## config.mk

```make
export PLATFORM = sky130hd
export DESIGN_NAME = ip_hdr_ttl_unit
export DESIGN_NICKNAME = d
export VERILOG_FILES = /design/src/rtl/ip_hdr_pkg.sv /design/src/rtl/ip_hdr_fifo.sv /design/src/rtl/ip_hdr_ctl.sv /design/src/rtl/ip_hdr_ttl_unit.sv
export SDC_FILE = /design/constraint.sdc
export NUM_CORES = 1
export LEC_CHECK = 0
export ABC_AREA = 0
export CAP_MARGIN = 20
export CORE_ASPECT_RATIO = 0.8
export CORE_UTILIZATION = 45
export DETAILED_ROUTE_END_ITERATION = 10
export SYNTH_ARGS = -nofsm -noshare
export SYNTH_HDL_FRONTEND = slang
export SYNTH_SLANG_ARGS = --single-unit
```

## constraint.sdc

```tcl
create_clock -name clk -period 2.8 [get_ports clk]
set_input_delay 0.28 -clock clk [delete_from_list [all_inputs] [get_ports clk]]
set_output_delay 0.28 -clock clk [all_outputs]
set_load 0.005 [all_outputs]
```

## src/rtl/ip_hdr_pkg.sv

```systemverilog
package ip_hdr_pkg;

  localparam logic [3:0] IPV4_VER = 4'd4;
  localparam logic [3:0] MIN_IHL  = 4'd5;

  typedef struct packed {
    logic [31:0] data;
    logic        sof;
    logic        eof;
    logic        sop;
  } ent_t;

  typedef enum logic [1:0] {ST_IDLE, ST_HDR, ST_PASS, ST_DROP} rx_st_t;

  // Ones'-complement accumulate of both halves of a word.
  function automatic logic [15:0] oc_add_word(input logic [15:0] acc, input logic [31:0] w);
    logic [17:0] t;
    logic [16:0] u;
    t = {2'b00, acc} + {2'b00, w[31:16]} + {2'b00, w[15:0]};
    u = {1'b0, t[15:0]} + {15'd0, t[17:16]};
    return u[15:0] + {15'd0, u[16]};
  endfunction

  // Checksum patch for a TTL lowered by one.
  function automatic logic [15:0] oc_ttl_patch(input logic [15:0] c);
    logic [16:0] t;
    t = {1'b0, c} + 17'h00100;
    return t[15:0] + {15'd0, t[16]};
  endfunction

endpackage

```

## src/rtl/ip_hdr_fifo.sv

```systemverilog
module ip_hdr_fifo
  import ip_hdr_pkg::*;
#(
  parameter int AW = 4
) (
  input  logic          clk,
  input  logic          rst_n,
  input  logic          push,
  input  ent_t          wdata,
  input  logic          rewind,
  input  logic [AW:0]   rewind_to,
  input  logic          pop,
  output ent_t          rdata,
  output logic [AW:0]   wr_ptr,
  output logic [AW:0]   count
);
  localparam int DEPTH = 1 << AW;

  ent_t        mem [DEPTH];
  logic [AW:0] rd_ptr, wr_base, wr_ptr_n, rd_ptr_n;

  always_comb begin
    wr_base  = rewind ? rewind_to : wr_ptr;
    wr_ptr_n = push ? wr_base + (AW+1)'(1) : wr_base;
    rd_ptr_n = pop ? rd_ptr + (AW+1)'(1) : rd_ptr;
  end

  always_ff @(posedge clk) begin
    if (push) mem[wr_base[AW-1:0]] <= wdata;
  end

  always_ff @(posedge clk or negedge rst_n) begin
    if (!rst_n) begin
      wr_ptr <= '0;
      rd_ptr <= '0;
    end else begin
      wr_ptr <= wr_ptr_n;
      rd_ptr <= rd_ptr_n;
    end
  end

  assign rdata = mem[rd_ptr[AW-1:0]];
  assign count = wr_ptr - rd_ptr;

endmodule

```

## src/rtl/ip_hdr_ctl.sv

```systemverilog
module ip_hdr_ctl
  import ip_hdr_pkg::*;
#(
  parameter int AW = 4
) (
  input  logic          clk,
  input  logic          rst_n,
  input  logic [31:0]   in_data,
  input  logic          in_en,
  input  logic          in_sof,
  input  logic          in_eof,
  input  logic [AW:0]   wr_ptr,
  output logic          push,
  output ent_t          wdata,
  output logic          rewind,
  output logic [AW:0]   rewind_to,
  output logic [AW:0]   rel_add
);
  rx_st_t      st, st_n;
  logic [3:0]  hcnt, hcnt_n, ihl, ihl_n;
  logic [15:0] acc, acc_n, acc_w;
  logic        ttl_ok, ttl_ok_n, ttl_w, sop_pend, sop_pend_n, last;
  logic [AW:0] base, base_n;

  always_comb begin
    st_n       = st;
    hcnt_n     = hcnt;
    ihl_n      = ihl;
    acc_n      = acc;
    ttl_ok_n   = ttl_ok;
    base_n     = base;
    sop_pend_n = sop_pend;
    push       = 1'b0;
    rewind     = 1'b0;
    rewind_to  = base;
    rel_add    = '0;
    wdata      = '{data: in_data, sof: 1'b0, eof: in_eof, sop: 1'b0};
    acc_w      = oc_add_word(acc, in_data);
    last       = (hcnt == ihl - 4'd1);
    ttl_w      = (hcnt == 4'd2) ? (in_data[31:24] > 8'd1) : ttl_ok;
    if (in_en) begin
      if (in_sof) begin
        rewind     = (st == ST_HDR);
        sop_pend_n = 1'b0;
        if (in_data[31:28] == IPV4_VER && in_data[27:24] >= MIN_IHL && !in_eof) begin
          push      = 1'b1;
          wdata.sof = 1'b1;
          st_n      = ST_HDR;
          hcnt_n    = 4'd1;
          ihl_n     = in_data[27:24];
          acc_n     = oc_add_word(16'h0000, in_data);
          ttl_ok_n  = 1'b0;
          base_n    = (st == ST_HDR) ? base : wr_ptr;
        end else begin
          st_n = in_eof ? ST_IDLE : ST_DROP;
        end
      end else begin
        case (st)
          ST_HDR: begin
            acc_n    = acc_w;
            ttl_ok_n = ttl_w;
            if (hcnt == 4'd2)
              wdata.data = {in_data[31:24] - 8'd1, in_data[23:16], oc_ttl_patch(in_data[15:0])};
            if (last) begin
              if (acc_w == 16'hFFFF && ttl_w) begin
                push       = 1'b1;
                rel_add    = (AW+1)'(hcnt) + (AW+1)'(1);
                st_n       = in_eof ? ST_IDLE : ST_PASS;
                sop_pend_n = !in_eof;
              end else begin
                rewind = 1'b1;
                st_n   = in_eof ? ST_IDLE : ST_DROP;
              end
            end else if (in_eof) begin
              rewind = 1'b1;
              st_n   = ST_IDLE;
            end else begin
              push   = 1'b1;
              hcnt_n = hcnt + 4'd1;
            end
          end
          ST_PASS: begin
            push       = 1'b1;
            wdata.sop  = sop_pend;
            sop_pend_n = 1'b0;
            rel_add    = (AW+1)'(1);
            if (in_eof) st_n = ST_IDLE;
          end
          ST_DROP: begin
            if (in_eof) st_n = ST_IDLE;
          end
          default: ;
        endcase
      end
    end
  end

  always_ff @(posedge clk or negedge rst_n) begin
    if (!rst_n) begin
      st       <= ST_IDLE;
      hcnt     <= '0;
      ihl      <= '0;
      acc      <= '0;
      ttl_ok   <= 1'b0;
      sop_pend <= 1'b0;
      base     <= '0;
    end else begin
      st       <= st_n;
      hcnt     <= hcnt_n;
      ihl      <= ihl_n;
      acc      <= acc_n;
      ttl_ok   <= ttl_ok_n;
      sop_pend <= sop_pend_n;
      base     <= base_n;
    end
  end

endmodule

```

## src/rtl/ip_hdr_ttl_unit.sv

```systemverilog
module ip_hdr_ttl_unit
  import ip_hdr_pkg::*;
#(
  parameter int AW = 4
) (
  input  logic        clk,
  input  logic        rst_n,
  input  logic [31:0] in_data,
  input  logic        in_en,
  input  logic        in_sof,
  input  logic        in_eof,
  output logic [31:0] out_data,
  output logic        out_en,
  output logic        out_sof,
  output logic        out_eof,
  output logic        out_sop
);
  logic [1:0]  rst_sync;
  logic        rst_i_n;
  logic        push, rewind, pop;
  ent_t        wdata, head;
  logic [AW:0] rewind_to, rel_add, wr_ptr, fifo_cnt, released, released_n;

  always_ff @(posedge clk or negedge rst_n) begin
    if (!rst_n) rst_sync <= 2'b00;
    else        rst_sync <= {rst_sync[0], 1'b1};
  end
  assign rst_i_n = rst_sync[1];

  ip_hdr_ctl #(.AW(AW)) u_ctl (
    .clk(clk), .rst_n(rst_i_n),
    .in_data(in_data), .in_en(in_en), .in_sof(in_sof), .in_eof(in_eof),
    .wr_ptr(wr_ptr), .push(push), .wdata(wdata),
    .rewind(rewind), .rewind_to(rewind_to), .rel_add(rel_add)
  );

  ip_hdr_fifo #(.AW(AW)) u_fifo (
    .clk(clk), .rst_n(rst_i_n), .push(push), .wdata(wdata),
    .rewind(rewind), .rewind_to(rewind_to), .pop(pop),
    .rdata(head), .wr_ptr(wr_ptr), .count(fifo_cnt)
  );

  always_comb begin
    pop        = (released != '0);
    released_n = released - (AW+1)'(pop) + rel_add;
  end

  always_ff @(posedge clk or negedge rst_i_n) begin
    if (!rst_i_n) begin
      released <= '0;
      out_en   <= 1'b0;
      out_sof  <= 1'b0;
      out_eof  <= 1'b0;
      out_sop  <= 1'b0;
      out_data <= '0;
    end else begin
      released <= released_n;
      out_en   <= pop;
      out_sof  <= pop & head.sof;
      out_eof  <= pop & head.eof;
      out_sop  <= pop & head.sop;
      if (pop) out_data <= head.data;
    end
  end

endmodule

```

-- After elaboration in Yosys (flattened, before gate mapping)
Memories as Yosys holds them, arrays and structs flattened.
Index checks and enable logic that the tools add are counted.
- add/subtract/negate cells: 17
- reductions and logical operators: 15
- bitwise gates (word level): 4
- multiplexer cells: 54
- equal/unequal tests: 12
- order comparisons: 2
- operator list (kind ; number):
    $mux W32 ; 3
    $add A16 B1 Y16 ; 3
    $mux W16 ; 3
    $add A16 B16 Y17 ; 2
    $add A16 B2 Y17 ; 2
    $mux W33 ; 1
    $mux W5 ; 6
    $mux W1 ; 25
    $mux W4 ; 5
    $add A18 B16 Y18 ; 1
    $add A16 B9 Y17 const B ; 1
    $eq A16 B16 Y1 const B ; 1
    $mux W2 ; 7
    $add A5 B1 Y5 const B ; 2
    $pmux W5 S2 ; 1
    $gt A8 B1 Y1 const B ; 1
    $reduce_and A4 Y1 ; 2
    $sub A8 B1 Y8 const B ; 1
    $reduce_and A3 Y1 ; 2
    $reduce_bool A3 Y1 ; 2
    $add A4 B1 Y5 const B ; 1
    $add A5 B5 Y5 ; 1
    $reduce_and A5 Y1 ; 1
    $reduce_bool A5 Y1 ; 1
    other kinds (22) ; 29
- memories: 1
- flip-flop bits (word level): 86
- word-level logic and storage cells: 121
- bits in writable memories: 560
- output and inout bits: 36
- bits of input ports: 37
- memory list (memory ; depth ; width ; rd ports ; clocked after memory_dff ; write ports ; line ; source):
    u_fifo.mem ; 16 ; 35 ; 1 ; 0 ; 1 ; ip_hdr_fifo.sv:19 ; ent_t mem [DEPTH];

-- Depth between registers and ports, before layout
- word-level depth: 14
- depth in mapped cells: 49
- mapped depth without buffers: 48

-- Modules after synthesis
From an unflattened synthesis, not the netlist that was laid out.
- cell total of the unflattened synthesis: 1884
- area total of the unflattened synthesis: 29940.0 um^2
- by module, submodules not included (module ; seq. area each (um^2) ; times used ; area an instance (um^2) ; cells an instance):
    ip_hdr_fifo ; 17066.4 ; 1 ; 22238.8 ; 1023
    ip_hdr_ctl ; 825.8 ; 1 ; 5821.8 ; 741
    ip_hdr_ttl_unit ; 1076.0 ; 1 ; 1879.3 ; 120

-- Least setup slack after synthesis
No wires, ideal clock.
- kind: flip-flop to flip-flop
- start: reg u_ctl.acc[0]
- end: mem u_fifo.mem[0][0] (netlist bit) (enable)
- library setup time: 431 ps
- slack: -7707 ps
- clock period less this slack: 10507 ps
- data required time: 2369 ps
- stages on the path, launching flop included: 46
- path buffers: 1
- arrival: 10075 ps
- cells stage by stage: dfrtp_1 > ha_1 > inv_1 > fa_1 > nor2b_1 > o21ai_0 > a21boi_0 > o21ai_0 > a21boi_0 > o21ai_0 > a21boi_0 > o21ai_0 > a21oi_1 > nor2_1 > xnor2_1 > ha_1 > clkbuf_1 > o21a_1 > (+10 left out) > nand4_1 > nor4b_1 > ha_1 > ha_1 > nand2_1 > nor3b_1 > mux2i_1 > xnor2_1 > or4b_2 > nor3_1 > nand4_1 > a21oi_1 > o2111ai_1 > a32oi_4 > mux2i_1 > ha_1 > nand2_1 > nor2b_1
- word-level cells in the longest chain between the ends: 13
- elaborated cells on any way between the ends: 19
- classes of those cells: add/sub: 4; eq/ne: 1; mux: 13; reduce/logical: 1
- ends and longest elaborated chain (item ; line ; source):
    from (decl) ; ip_hdr_ctl.sv:21 ; logic [15:0] acc, acc_n, acc_w;
    from (signal assigned) ; ip_hdr_ctl.sv:111 ; acc <= acc_n;
    $add A16 B16 Y17 (*) ; ip_hdr_pkg.sv:19 ; t = {2'b00, acc} + {2'b00, w[31:16]} + {2'b00, w[15:0]};
    $add A18 B16 Y18 (*) ; ip_hdr_pkg.sv:19 ;
    $add A16 B2 Y17 (*) ; ip_hdr_pkg.sv:20 ; u = {1'b0, t[15:0]} + {15'd0, t[17:16]};
    $add A16 B1 Y16 (*) ; ip_hdr_pkg.sv:21 ; return u[15:0] + {15'd0, u[16]};
    $eq A16 B16 Y1 (*) ; ip_hdr_ctl.sv:65 ; if (acc_w == 16'hFFFF && ttl_w) begin
    $logic_and A1 B1 Y1 (*) ; ip_hdr_ctl.sv:65 ;
    $mux W1 ; ip_hdr_ctl.sv:65 ;
    $mux W1 ; ip_hdr_ctl.sv:64 ; if (last) begin
    $pmux W1 S2 ; ip_hdr_ctl.sv:58 ; case (st)
    $mux W1 ; ip_hdr_ctl.sv:42 ; if (in_sof) begin
    $mux W1 ; ip_hdr_ctl.sv:41 ; if (in_en) begin
    $mux W1 ; ip_hdr_fifo.sv:29 ; if (push) mem[wr_base[AW-1:0]] <= wdata;
    $mux W1 (implied by the code) ; ip_hdr_fifo.sv:29 ;
    to (decl) ; ip_hdr_fifo.sv:19 ;
Every way passes the cells marked *; elsewhere a longest branch is shown, timed or not.

-- Worst setup path after layout
- start: reg u_ctl.acc[1]
- end: mem u_fifo.mem[4][21] (netlist bit) (enable)
The elaborated chain is that of the path after synthesis.

==> reports/metrics.yaml <==
floorplan:
  die-area_um2: 65840
  placementRows: 83
  pin_count: 73
  die_h_um: 229.7
  start_util_pct: 45.52
  fp.coreArea_um2: 64080
  die_width_um: 286.6
sta:
  rsz0062_at_grt: "yes"
  report.final.setup_viol: 651
  worstMarginPinSlew_ns: 0.6484
  final.setup.worst_slack_ns: -6.212
  final_hold_viol_count: 0
  finalCritPeriodShare_pct: 321.9
  fin_crit_period_ns: 9.012
  fin_worst_skew_ns: 0.02341
  max-slew-margin-rel_pct: 56.32
  maxSlewViolCount: 0
  achievable-frequency_mhz: 111.0
  final_total_negative_setup_slack_ns: -3554.68
setup_path:
  r2r_setup_slack_ns: -6.21
  crit_path_kind: "register to register"
  cp.required_ns: 3.10
  max_stage_delay_on_crit_path_ns: 0.50
  cp_max_fo: 8
  critPathTopFamily: "compound AO/OA/AOI/OAI gates"
  critical_path_buf_inv_count: 4
  worstPathArrival_ns: 9.31
  endpoint_kind: "register"
  crit_top_cell: "sky130_fd_sc_hd__a21oi_2"
  reg2reg_to: "u_fifo.mem[4][21]"
  cp_slowest_cell: "sky130_fd_sc_hd__or4b_4"
  critical_path.startpoint_type: "register"
  reg2reg_depth: 47
  r2r-start: "u_ctl.acc[1]"
global_routing:
  antenna_violations_before_repair: 0
  largest_net_degree_at_the_start_of_global_routing: 46
  grt_overflow: 0
  grt_usage_pct: 24.06
  grt_pass1_wl_mm: 116.3
  grt_pass1_vias: 18730
placement:
  gpl.final_weighted_congestion: 0.8881
  detailedPlacementHpwl_mm: 53.39
  port-buffer-count: 72
  dpl-instance-area_um2: 34640
logic_synthesis:
  netlist.area_leader.share_pct: 57.66
  async_reset_ff_share_pct: 12.91
  synthDistinctLibCells: 75
  synth_area_per_cell_um2: 16.45
  netlist.top_cell.by_area: "sky130_fd_sc_hd__edfxtp_1"
  synth_top_flop_cell: "sky130_fd_sc_hd__edfxtp_1"
  synthesis.instances: 1773
  netlist_top_cells_area: "sky130_fd_sc_hd__edfxtp_1 58%, sky130_fd_sc_hd__mux4_2 12%, sky130_fd_sc_hd__dfrtp_1 7.1%"
  ys_warn_count: 0
  synth_enable_flop_cells: 560
  mappedNetlistNets: 1896
  ys_ff_latch: 643
  post_synth_instance_area_um2: 29160
  sequential_cell_area_fraction_in_the_yosys_report_pct: 64.78
cts:
  clock-sinks: 643
  path_clk_slew_ns: 0.06
  tritoncts: "done"
  clk-insertion-delay-late_ns: 0.61
  h-tree-depth: 3
  clockRootBuffer: "sky130_fd_sc_hd__clkbuf_16"
  numCtsBuffers: 68
  cts_buffer_depth: 3
layout:
  final_util_pct: 59.65
  diodes: 0
  mostFrequentLayoutCells: "560 x sky130_fd_sc_hd__edfxtp_1, 392 x sky130_fd_sc_hd__buf_4, 160 x sky130_fd_sc_hd__mux4_2"
  finalInstanceArea_um2: 38220
  layout.cells.most_common: "sky130_fd_sc_hd__edfxtp_1"
  area_delta_synth_final_pct: 31.06
  layout_net_count: 2468
  drive_gt1_share_pct: 36.42
outcome:
  violated_checks: "setup timing"
  run_status: "finished with violations"
routing:
  via_count: 18300
  dr.first_iter.drc_count: 1584
  antenna_left: 0
  routed_wire_length_per_instance_um: 24.51
  drt_pre_antenna_iters: 5
  drt_drc_violations_left: 0
  number_of_vias_per_cell: 5.636
  postRouteWirelength_mm: 79.58
power:
  pwr_density_cell_nw_per_um2: 1080
  static-leakage-power_nw: 14.04
  max-vdd-ir-drop_mv: 1.555
job:
  maxCapViolations: 0
hold_path:
  holdCritPathClass: "register to async pin"
## worst max-delay path by stage
| stage | from | end | slack (ns) | depth (start not counted) |
|---|---|---|---|---|
| 3_3_place_gp | in_data[16] | u_fifo.mem[7][22] | -6.78 | 47 |
| 3_5_place_dp | in_data[16] | u_fifo.mem[7][0] | -6.94 | 46 |
| 2_1_floorplan | u_ctl.acc[0] | u_fifo.mem[0][0] | -6.11 | 45 |
| 6_report | u_ctl.acc[1] | u_fifo.mem[4][21] | -6.21 | 47 |
| 4_1_cts | u_ctl.acc[0] | u_fifo.mem[4][19] | -6.19 | 48 |
| 5_1_grt | u_ctl.acc[0] | u_fifo.mem[4][29] | -6.78 | 48 |
## power by group
group | total [W] | internal, W | leakage, nW | switching, W
logic | 0.0209 | 0.0109 | 6.94 | 0.0100
registers | 0.0117 | 0.0111 | 6.04 | 0.000557
clock network | 0.00867 | 0.00498 | 1.05 | 0.00369
## cell families (layout without fill, tap and decap cells)
family | Yosys count | after routing | synth area share, %
AOI/OAI and AO/OA | 253 | 253 | 5.873
muxes | 229 | 229 | 14.90
xor gates and xnor gates | 115 | 115 | 3.501
DFF | 643 | 643 | 64.78
other | 1 | 1 | 0.01286
and+or+nand+nor | 332 | 333 | 5.629
buffers and inverters | 113 | 736 | 1.454
adders and majority gates | 87 | 87 | 3.853
## synthesized netlist by cell type, drive strengths merged (8+ instances only)
master and count:
edfxtp 560, mux4 160, nand2 99, xnor2 84, dfrtp 83, ha 81, nor2 70, o21ai 63
a21oi 60, inv 48, clkbuf 41, mux2 37, mux2i 32, xor2 30, nor3 27, buf 23
nand3 21, a21o 19, nor2b 19, nand4 17, and2 15, o221ai 15, nand2b 13, and3 12
a31oi 8, nor4 8
## metal layers
metal,up-vias,global-route usage [%],part of all wire [%]
met5,-,0,0
met4,0,7.320,2.7
met3,113,5.635,8.4
met2,643,36.60,46
met1,9332,34.42,43
li1,8211,-,-
## sequential cells by signal, summed over array words and instances, names as in the netlist, 2 cells and up
signal,count
released,5
u_fifo.mem,560
u_fifo.wr_ptr,4
rst_sync,2
u_ctl.st,2
u_ctl.ihl,4
u_ctl.rewind_to,4
u_ctl.hcnt,4
u_ctl.acc,16
out_data,32
u_fifo.rd_ptr,4
## final cells by class
cell class	instances	area (um^2)
Fill cell	4717	25850
Sequential cell	643	18910
Multi-Input combinational cell	1018	10270
Timing Repair Buffer	565	5653
Clock buffer	83	1841
Tap cell	850	1064
Clock inverter	39	305.3
Inverter	49	188.9
## per-stage QoR
stage	setup slack, ns	instances	total power (W)	hold slack, ns
CTS	-6.192	3209	0.04108	0.3422
global route	-6.784	3247	0.04342	0.3487
global placement	-6.783	3045	0.03164	0.3390
finish	-6.212	3247	0.04127	0.3290
floorplan	-6.106	1773	0.02267	-0.01559
detailed placement	-6.935	3045	0.03188	0.3420
## worst reg2reg max path: cells and delay by family (launching register included)
kind                       cells  cell delay [ns]
AOI/OAI and AO/OA             20             3.14
xor gates and xnor gates       2             0.25
adders and majority gates      7             1.46
buffers and inverters          4             0.55
DFF                            1             0.40
muxes                          2             0.37
and+or+nand+nor               12             2.53
## what timing repair did
item	CTS	global route
gates cloned	7	16
pin swaps	24	26
endpoints found under the setup margin	667	667
setup buffers	35	21
hold endpoints to repair	2	0
hold buffers	1	0
gates resized for setup	36	42
Power figures use the tool's default switching activity.
